$ cat config.mk
export PLATFORM = sky130hd
export DESIGN_NAME = sdiv_coproc
export DESIGN_NICKNAME = d
export VERILOG_FILES = /design/src/rtl/sdiv_pkg.sv /design/src/rtl/sdiv_operand_prep.sv /design/src/rtl/sdiv_restore_engine.sv /design/src/rtl/sdiv_result_fix.sv /design/src/rtl/sdiv_coproc.sv
export SDC_FILE = /design/constraint.sdc
export NUM_CORES = 1
export LEC_CHECK = 0
export BUFFER_PORTS_ARGS = -buffer_cell sky130_fd_sc_hd__buf_2
export CORE_MARGIN = 2
export CORE_UTILIZATION = 50
export DETAILED_ROUTE_END_ITERATION = 10
export MAX_ROUTING_LAYER = met4
export PLACE_DENSITY = 0.66
export SLEW_MARGIN = 20
export SYNTH_ARGS = -nofsm -noshare
export SYNTH_HDL_FRONTEND = slang
export SYNTH_SLANG_ARGS = --single-unit
$ cat constraint.sdc
create_clock -name clk -period 9.2 [get_ports clk]
set_input_delay 0.92 -clock clk [delete_from_list [all_inputs] [get_ports clk]]
set_output_delay 0.92 -clock clk [all_outputs]
set_load 0.01 [all_outputs]
$ cat src/rtl/sdiv_pkg.sv
package sdiv_pkg;
    localparam int ADDR_W = 4;

    localparam logic [ADDR_W-1:0] A_CTRL   = 4'd0;
    localparam logic [ADDR_W-1:0] A_NUM_LO = 4'd1;
    localparam logic [ADDR_W-1:0] A_NUM_HI = 4'd2;
    localparam logic [ADDR_W-1:0] A_DEN_LO = 4'd3;
    localparam logic [ADDR_W-1:0] A_DEN_HI = 4'd4;
    localparam logic [ADDR_W-1:0] A_QUO_LO = 4'd5;
    localparam logic [ADDR_W-1:0] A_QUO_HI = 4'd6;
    localparam logic [ADDR_W-1:0] A_REM_LO = 4'd7;
    localparam logic [ADDR_W-1:0] A_REM_HI = 4'd8;

    localparam int BUSY_BIT = 15;
    localparam int ERR_BIT  = 14;

    // mode codes: 0 both narrow, 2 both wide, 1 and 3 wide dividend / narrow divisor
    localparam logic [1:0] MODE_NARROW = 2'd0;
    localparam logic [1:0] MODE_WIDE   = 2'd2;
endpackage

$ cat src/rtl/sdiv_operand_prep.sv
module sdiv_operand_prep
    import sdiv_pkg::*;
#(
    parameter int DIV_W = 64
) (
    input  logic [1:0]       mode,
    input  logic [DIV_W-1:0] num_raw,
    input  logic [DIV_W-1:0] den_raw,
    output logic [DIV_W-1:0] num_eff,
    output logic [DIV_W-1:0] num_mag,
    output logic [DIV_W-1:0] den_mag,
    output logic             num_neg,
    output logic             den_neg,
    output logic             den_zero,
    output logic             ovf
);
    localparam int HALF = DIV_W / 2;
    localparam logic [DIV_W-1:0] MOST_NEG = {1'b1, {(DIV_W-1){1'b0}}};

    logic [DIV_W-1:0] den_eff;

    always_comb begin
        if (mode == MODE_NARROW)
            num_eff = {{HALF{num_raw[HALF-1]}}, num_raw[HALF-1:0]};
        else
            num_eff = num_raw;
        if (mode == MODE_WIDE)
            den_eff = den_raw;
        else
            den_eff = {{HALF{den_raw[HALF-1]}}, den_raw[HALF-1:0]};

        num_neg  = num_eff[DIV_W-1];
        den_neg  = den_eff[DIV_W-1];
        num_mag  = num_neg ? (~num_eff + 1'b1) : num_eff;
        den_mag  = den_neg ? (~den_eff + 1'b1) : den_eff;
        den_zero = (den_eff == '0);
        ovf      = (num_eff == MOST_NEG) && (den_eff == '1);
    end
endmodule

$ cat src/rtl/sdiv_restore_engine.sv
module sdiv_restore_engine #(
    parameter int DIV_W = 64
) (
    input  logic             clk,
    input  logic             rst_n,
    input  logic             start,
    input  logic [DIV_W-1:0] num_mag,
    input  logic [DIV_W-1:0] den_mag,
    output logic             done,
    output logic [DIV_W-1:0] quo_mag,
    output logic [DIV_W-1:0] rem_mag
);
    localparam int CNT_W = $clog2(DIV_W + 1);

    typedef struct packed {
        logic             active;
        logic             done;
        logic [CNT_W-1:0] cnt;
        logic [DIV_W:0]   part;
        logic [DIV_W-1:0] quo;
        logic [DIV_W-1:0] dvs;
    } eng_t;

    eng_t q, d;
    logic [DIV_W:0] shifted;
    logic [DIV_W:0] trial;

    always_comb begin
        d       = q;
        d.done  = 1'b0;
        shifted = {q.part[DIV_W-1:0], q.quo[DIV_W-1]};
        trial   = shifted - {1'b0, q.dvs};
        if (start) begin
            d.active = 1'b1;
            d.cnt    = CNT_W'(DIV_W);
            d.part   = '0;
            d.quo    = num_mag;
            d.dvs    = den_mag;
        end else if (q.active) begin
            if (!trial[DIV_W]) begin
                d.part = trial;
                d.quo  = {q.quo[DIV_W-2:0], 1'b1};
            end else begin
                d.part = shifted;
                d.quo  = {q.quo[DIV_W-2:0], 1'b0};
            end
            d.cnt = q.cnt - 1'b1;
            if (q.cnt == CNT_W'(1)) begin
                d.active = 1'b0;
                d.done   = 1'b1;
            end
        end
    end

    always_ff @(posedge clk or negedge rst_n) begin
        if (!rst_n) q <= '0;
        else        q <= d;
    end

    assign done    = q.done;
    assign quo_mag = q.quo;
    assign rem_mag = q.part[DIV_W-1:0];

    // a start always reloads the full step count
    p_reload_r8: assert property (@(posedge clk) disable iff (!rst_n)
        start |=> (q.active && q.cnt == CNT_W'(DIV_W)));

    // one step per cycle while running
    p_step_r10: assert property (@(posedge clk) disable iff (!rst_n)
        (q.active && !start) |=> (q.cnt == $past(q.cnt) - 1'b1));

    // the final partial remainder is below the divisor
    p_rem_bound_r6: assert property (@(posedge clk) disable iff (!rst_n)
        (q.done && q.dvs != '0) |-> (q.part[DIV_W-1:0] < q.dvs));
endmodule

$ cat src/rtl/sdiv_result_fix.sv
module sdiv_result_fix #(
    parameter int DIV_W = 64
) (
    input  logic [DIV_W-1:0] num_eff,
    input  logic [DIV_W-1:0] quo_mag,
    input  logic [DIV_W-1:0] rem_mag,
    input  logic             num_neg,
    input  logic             den_neg,
    input  logic             den_zero,
    input  logic             ovf,
    input  logic [DIV_W-1:0] rem_prev,
    output logic [DIV_W-1:0] quo_out,
    output logic [DIV_W-1:0] rem_out,
    output logic             err_out
);
    always_comb begin
        if (den_zero) begin
            quo_out = {{(DIV_W-1){1'b0}}, num_neg};
            rem_out = num_eff;
            err_out = 1'b1;
        end else if (ovf) begin
            quo_out = num_eff;
            rem_out = rem_prev;
            err_out = 1'b1;
        end else begin
            quo_out = (num_neg ^ den_neg) ? (~quo_mag + 1'b1) : quo_mag;
            rem_out = num_neg ? (~rem_mag + 1'b1) : rem_mag;
            err_out = 1'b0;
        end
    end
endmodule

$ cat src/rtl/sdiv_coproc.sv
module sdiv_coproc
    import sdiv_pkg::*;
#(
    parameter int DIV_W = 64
) (
    input  logic                 clk,
    input  logic                 rst_n,
    input  logic                 wr_en,
    input  logic [ADDR_W-1:0]    addr,
    input  logic [DIV_W/2-1:0]   wdata,
    output logic [DIV_W/2-1:0]   rdata
);
    localparam int BUS_W = DIV_W / 2;

    typedef struct packed {
        logic [1:0]       mode;
        logic             busy;
        logic             err;
        logic             start;
        logic [DIV_W-1:0] num;
        logic [DIV_W-1:0] den;
        logic [DIV_W-1:0] quo;
        logic [DIV_W-1:0] rem;
    } regs_t;

    regs_t q, d;

    logic [DIV_W-1:0] num_eff, num_mag, den_mag, quo_mag, rem_mag;
    logic [DIV_W-1:0] res_quo, res_rem;
    logic             num_neg, den_neg, den_zero, ovf, res_err, eng_done;
    logic             wr_start, accept;
    logic [BUS_W-1:0] ctrl_word;

    sdiv_operand_prep #(.DIV_W(DIV_W)) u_prep (
        .mode(q.mode), .num_raw(q.num), .den_raw(q.den),
        .num_eff(num_eff), .num_mag(num_mag), .den_mag(den_mag),
        .num_neg(num_neg), .den_neg(den_neg), .den_zero(den_zero), .ovf(ovf)
    );

    sdiv_restore_engine #(.DIV_W(DIV_W)) u_engine (
        .clk(clk), .rst_n(rst_n), .start(q.start),
        .num_mag(num_mag), .den_mag(den_mag),
        .done(eng_done), .quo_mag(quo_mag), .rem_mag(rem_mag)
    );

    sdiv_result_fix #(.DIV_W(DIV_W)) u_fix (
        .num_eff(num_eff), .quo_mag(quo_mag), .rem_mag(rem_mag),
        .num_neg(num_neg), .den_neg(den_neg), .den_zero(den_zero), .ovf(ovf),
        .rem_prev(q.rem), .quo_out(res_quo), .rem_out(res_rem), .err_out(res_err)
    );

    always_comb begin
        d        = q;
        d.start  = 1'b0;
        wr_start = wr_en && (addr <= A_DEN_HI);
        accept   = eng_done && q.busy && !q.start && !wr_start;
        if (wr_en) begin
            case (addr)
                A_CTRL:   d.mode = wdata[1:0];
                A_NUM_LO: d.num[BUS_W-1:0]     = wdata;
                A_NUM_HI: d.num[DIV_W-1:BUS_W] = wdata;
                A_DEN_LO: d.den[BUS_W-1:0]     = wdata;
                A_DEN_HI: d.den[DIV_W-1:BUS_W] = wdata;
                default: ;
            endcase
        end
        if (accept) begin
            d.quo  = res_quo;
            d.rem  = res_rem;
            d.err  = res_err;
            d.busy = 1'b0;
        end
        if (wr_start) begin
            d.busy  = 1'b1;
            d.start = 1'b1;
        end
    end

    always_ff @(posedge clk or negedge rst_n) begin
        if (!rst_n) q <= '0;
        else        q <= d;
    end

    always_comb begin
        ctrl_word           = '0;
        ctrl_word[1:0]      = q.mode;
        ctrl_word[ERR_BIT]  = q.err;
        ctrl_word[BUSY_BIT] = q.busy;
        case (addr)
            A_CTRL:   rdata = ctrl_word;
            A_NUM_LO: rdata = q.num[BUS_W-1:0];
            A_NUM_HI: rdata = q.num[DIV_W-1:BUS_W];
            A_DEN_LO: rdata = q.den[BUS_W-1:0];
            A_DEN_HI: rdata = q.den[DIV_W-1:BUS_W];
            A_QUO_LO: rdata = q.quo[BUS_W-1:0];
            A_QUO_HI: rdata = q.quo[DIV_W-1:BUS_W];
            A_REM_LO: rdata = q.rem[BUS_W-1:0];
            A_REM_HI: rdata = q.rem[DIV_W-1:BUS_W];
            default:  rdata = '0;
        endcase
    end

    // a starting write raises busy on the next cycle
    p_busy_set_r2: assert property (@(posedge clk) disable iff (!rst_n)
        (wr_en && addr <= A_DEN_HI) |=> q.busy);

    // results and flags stay frozen while idle with no write
    p_idle_hold_r9: assert property (@(posedge clk) disable iff (!rst_n)
        (!q.busy && !wr_en) |=> ($stable(q.quo) && $stable(q.rem) && $stable(q.err)));

    // overflow capture keeps the old remainder and flags an error
    p_ovf_rem_hold_r5: assert property (@(posedge clk) disable iff (!rst_n)
        (eng_done && q.busy && !q.start && !wr_en && ovf && !den_zero)
        |=> (q.rem == $past(q.rem) && q.err && !q.busy));

    // zero-divisor capture stores the effective dividend as remainder
    p_zero_den_r4: assert property (@(posedge clk) disable iff (!rst_n)
        (eng_done && q.busy && !q.start && !wr_en && den_zero)
        |=> (q.rem == $past(num_eff) && q.err));
endmodule

# Word level (Yosys, flattened, before mapping)
# Index checks and enable logic that the tools add are counted.
dict set report word_totals {
  reg_bits 462
  output_inout_bits 32
  input_bits 39
  wordCells 81
}
dict set report op_classes {
  reduce_logical 18
  bitwise 5
  n_addsub 6
  mux 22
  n_eq_ne 13
  n_lt_le_gt_ge 1
}
# cell count
set ops {}
lappend ops {{two-way mux 64 bit} 10}
lappend ops {{case mux 32 bit (9 select lines)} 1}
lappend ops {{adder 64 x 1 -> 64 bit, second input constant} 4}
lappend ops {{inverter 64 bit} 4}
lappend ops {{two-way mux 138 bit} 1}
lappend ops {{two-way mux 136 bit} 1}
lappend ops {{two-way mux 129 bit} 1}
lappend ops {{== test 64 bit, second input constant} 2}
lappend ops {{subtractor 65 x 64 -> 65 bit} 1}
lappend ops {{logical NOT 64 bit} 1}
lappend ops {{== test 4 x 3 -> 1 bit, second input constant} 4}
lappend ops {{AND reduction 2 bit} 6}
lappend ops {{== test 4 x 2 -> 1 bit, second input constant} 2}
lappend ops {{== test 7 x 1 -> 1 bit, second input constant} 1}
lappend ops {{subtractor 7 x 1 -> 7 bit, second input constant} 1}
lappend ops {{two-way mux 1 bit} 6}
lappend ops {{logical AND 1 bit} 5}
lappend ops {{== test 4 x 1 -> 1 bit, second input constant} 1}
lappend ops {{== test 4 bit, second input constant} 1}
lappend ops {{less-or-equal comparator 4 x 3 -> 1 bit, second input constant} 1}
lappend ops {{logical NOT 4 bit} 1}
lappend ops {{two-way mux 2 bit} 2}
lappend ops {{nonzero test 2 bit} 2}
lappend ops {{== test 2 bit, second input constant} 1}
lappend ops {{other kinds (4)} 5}

# Longest topological paths before layout
dict set report logic_depth {
  word_depth 8
  mapped_depth 14
  depth_no_buf 12
}

# Modules after synthesis
# A second synthesis with hierarchy kept.
dict set report unflattened {
  cells_unflattened 3983
  area_unflattened_um2 35296.4
}
# mod instances seq_area_each_um2 cells_per_inst area_each_um2
set modules_own_cells {}
lappend modules_own_cells {sdiv_restore_engine 1 5029.8 1632 13689.4}
lappend modules_own_cells {sdiv_coproc 1 6531.3 836 12246.7}
lappend modules_own_cells {sdiv_result_fix 1 0.0 818 5043.6}
lappend modules_own_cells {sdiv_operand_prep 1 0.0 697 4316.6}

# Least setup slack after synthesis
# No wires, ideal clock.
dict set report synth_path {
  kind {reg2reg}
  start {register u_engine.q, in the netlist u_engine.rem_mag[0]}
  end {register u_engine.q, in the netlist u_engine.rem_mag[36]}
  n_path_buf 3
  slack_ps 5644
  arrival_ps 3457
  t_required_ps 9101
  stages_incl_launch_ff 15
  synth_period_minus_slack_ps 3556
  setup_ps 99
  cell_sequence {dfrtp_1 clkbuf_1 inv_1 fa_1 nand2b_1 a21oi_1 o21a_1 o211ai_1 o32a_1 a211oi_1 or4_1 buf_2 buf_1 nand3_1 a311oi_1}
}
dict set report synth_between {
  elab_chain_len 4
}
# item line_no
set synth_rtl {}
lappend synth_rtl {{from (decl)} sdiv_restore_engine.sv:24} ;# eng_t q, d;
lappend synth_rtl {{from (signal assigned)} sdiv_restore_engine.sv:56} ;# if (!rst_n) q <= '0;
lappend synth_rtl {{from (signal assigned)} sdiv_restore_engine.sv:57} ;# else q <= d;
lappend synth_rtl {{subtractor 65 x 64 -> 65 bit} sdiv_restore_engine.sv:32} ;# trial = shifted - {1'b0, q.dvs};
lappend synth_rtl {{two-way mux 129 bit} sdiv_restore_engine.sv:40} ;# if (!trial[DIV_W]) begin
lappend synth_rtl {{two-way mux 138 bit} sdiv_restore_engine.sv:39} ;# end else if (q.active) begin
lappend synth_rtl {{two-way mux 136 bit} sdiv_restore_engine.sv:33} ;# if (start) begin
# No other way between the ends. The select of a mux whose other input is x is not followed.
# A chain may end at the register's enable or synchronous reset.

# Final worst setup path
dict set report layout_path {
  start {register u_engine.q, in the netlist u_engine.quo_mag[63]}
  end {register u_engine.q, in the netlist u_engine.rem_mag[29]}
}
# The elaborated chain is that of the path after synthesis.

==> results.py <==
metrics = {
    "place": {
        "placed_area_um2": 32100,
        "post-dp-hpwl_um": 90000,
        "port_buffers": 70,
        "gp_congestion": 1.07,
    },
    "clock_tree": {
        "ctsResizeCount": 0,
        "cts_sinks": 462,
        "cts_tree": "yes",
        "cts_max_path_buffers": 3,
        "cts.htree.levels": 2,
        "post-cts-setup-buffer-count": 0,
        "clock_latency_ns": 0.65,
        "path_clk_slew_ns": 0.07,
        "postCtsHoldBufs": 0,
        "root_buffer": "clkbuf_16",
        "cts_buffers": 51,
    },
    "logic_synthesis": {
        "synth.mux.area_fraction_pct": 7.13,
        "syn_avg_cell_area_um2": 8.52,
        "synth-simple-area-share_pct": 17.7,
        "yosys_warnings": 0,
        "syn_nets": 3772,
        "synth-compound-area-share_pct": 22.3,
        "async_flop_share_pct": 100,
        "ys.flop_type": "dfrtp_1",
        "syn_inst": 3661,
        "ys_seq_area_share_pct": 37.1,
        "synth_xor_xnor_area_share_pct": 8.26,
        "synth_top_family_by_area": "compound AO/OA/AOI/OAI gates",
        "synth.distinct_cells": 87,
        "netlist_area_um2": 31200,
        "synth-seq-cells": 462,
        "synth_adder_area_share_pct": 2.91,
        "synth_edf_count": 0,
    },
    "outcome": {
        "status": "finished clean",
    },
    "sta": {
        "hold_viol": 0,
        "max_freq_mhz": 201,
        "setup_tns_ns": 0,
        "slew_viol_final": 0,
        "finalSetupViolCount": 0,
        "holdWs_ns": 0.359,
        "min_period_ns": 4.98,
        "fin_crit_sh_pct": 54.1,
        "rsz0062_at_grt": "no",
        "max_slew_margin_pct": 20.5,
        "worstMarginPinSlew_ns": 1.19,
        "clock_skew_ns": 0.0438,
    },
    "critical_path": {
        "critPathLaunch": "u_engine.quo_mag[63]",
        "worst-path-buf-inv": 2,
        "startpoint_type": "flip-flop",
        "r2r-start": "u_engine.quo_mag[63]",
        "crit_required_ns": 9.72,
        "crit_type": "flip-flop to flip-flop",
        "crit_path_max_incr_delay_ns": 0.74,
        "critPathTopFamily": "compound AO/OA/AOI/OAI gates",
        "path_cells": "inv_1 -> ha_1 -> fa_1 -> nand2b_1 -> a21oi_1 -> o21a_1 -> o211ai_1 -> o32a_1 -> a211oi_1 -> or4_2 -> buf_4 -> nand2_1 -> o311ai_0",
        "crit_path_max_fanout": 48,
        "cp.arrival_ns": 5.50,
        "critPathSlowestCell": "a211oi_1",
        "end_kind": "flip-flop",
    },
    "floorplan": {
        "fp-row-count": 91,
        "start_util_pct": 50.5,
        "ios": 71,
        "die_h_um": 254,
        "die_area_um2": 64400,
        "die_w_um": 254,
        "core-area_um2": 61700,
    },
    "layout": {
        "final_util_pct": 55.2,
        "final_nets": 3685,
        "drive_gt1_share_pct": 11.3,
        "n_fill_cell": 5827,
        "final_area_um2": 34000,
        "areaGrowthSynthToFinish_pct": 9.15,
    },
    "drt": {
        "via_per_inst": 6.69,
        "first_pass_iters": 8,
        "ant_nets": 0,
        "wl_per_cell_um": 27.6,
        "drc": 0,
        "drt_iter0_markers": 4077,
        "wl_um": 123000,
        "vias": 29800,
    },
    "grt": {
        "grt_usage_pct": 39.3,
        "grt_antenna_before_repair": 4,
        "grt_pass1_wl_um": 184000,
        "grt_max_degree": 175,
        "grt_pass1_vias": 27600,
        "overflow": 0,
    },
    "pwr": {
        "vdd_drop_max_mv": 0.284,
        "p_per_area_nw_per_um2": 390,
        "power.total_mw": 13.3,
        "p_leak_nw": 14.6,
    },
    "min_path": {
        "hp-class": "primary input to asynchronous set/reset pin",
    },
    "job": {
        "max-cap-violations": 0,
    },
}
synth_stat cells, types with 20 or more instances:
library cell    n  area (um^2)
dfrtp_1       462        11600
nand2_1       404         1520
o21ai_0       340         1700
nor2_1        288         1080
a21oi_1       234         1170
clkbuf_1      221          830
xor2_1        148         1300
xnor2_1       146         1280
mux2_2        137         1540
nand3_1       110          551
inv_1         107          402
o31ai_1        93          698
nor3_1         77          385
ha_1           71          888
mux2i_1        68          681
a311oi_1       57          499
nand4_1        52          325
or3_1          49          307
a31oi_1        39          244
nor4_1         37          231
a221oi_1       34          298
a22o_1         33          289
a21o_1         32          240
buf_1          32          120
or4_1          26          195
and2_1         24          150
o211ai_1       24          180
a222oi_1       23          230
nand2b_1       23          144
a22oi_1        20          150
o22ai_1        20          125
o41ai_1        20          175
final timing paths:
path / end / slack (ns) / cells past startpoint
setup / recovery: u_engine.rem_mag[29] / 4.22 / 13
hold / removal: u_engine.done / 0.36 / 1
setup reg to reg: u_engine.rem_mag[29] / 4.22 / 13
hold reg to reg: q[20] / 0.48 / 2
max in group asynchronous: u_engine.q[201] / 7.44 / 2
min in group clk: q[20] / 0.48 / 2
power by group:
part	total (mW)	switching (mW)	leakage (nW)	internal, mW
logic	7.00	4.37	7.97	2.63
registers	3.95	1.18	5.72	2.77
clock network	2.31	0.929	0.912	1.38
total	13.3	6.47	14.6	6.79
registers in the layout (all words and copies together) (netlist names):
signal,count
ctrl_word,4
u_engine.done,1
q,257
u_engine.quo_mag,64
u_engine.rem_mag,64
u_engine.q,72
final cells by class:
class / count / area (um^2) / area share (%)
Antenna cell: 3 / 7.51 / 0.0221
Clock buffer: 70 / 1480 / 4.34
Clock inverter: 22 / 388 / 1.14
Inverter: 108 / 405 / 1.19
Multi-Input combinational cell: 2821 / 18300 / 53.7
Sequential cell: 462 / 11600 / 34.0
Tap cell: 837 / 1050 / 3.08
Timing Repair Buffer: 130 / 868 / 2.55
cells by family after synthesis:
logic type	Yosys count
fa+ha+maj	72
simple gates	1168
buf+inv	378
xor+xnor	294
mux	205
compound gates	1082
flops	462
per-stage QoR:
step	worst slack, ns	cells
floorplan	5.64	3661
global placement	4.50	4357
detailed placement	4.38	4357
CTS	4.36	4449
global route	3.95	4452
finish	4.22	4453
cells in the final DEF (no fill, tap or decap), types with 52 or more instances in the layout:
master / n
dfrtp_1: 460
nand2_1: 402
o21ai_0: 339
nor2_1: 284
a21oi_1: 233
xor2_1: 148
xnor2_1: 146
mux2_2: 137
nand3_1: 110
inv_1: 107
o31ai_1: 92
nor3_1: 73
ha_1: 71
buf_2: 69
mux2i_1: 68
a311oi_1: 57
buf_4: 56
nand4_1: 52
clkbuf_16: 52
metal layers:
metal	wire (um)	up-vias	track usage [%]	part of all wire (%)
met4	6210	0	16.5	5.1
met5	0	-	-	0
met1	50100	14600	52.6	41
met3	14200	310	10.4	12
li1	-	13200	-	-
met2	52400	1722	56.3	43
Note: power is estimated with default switching activity, not from simulation.
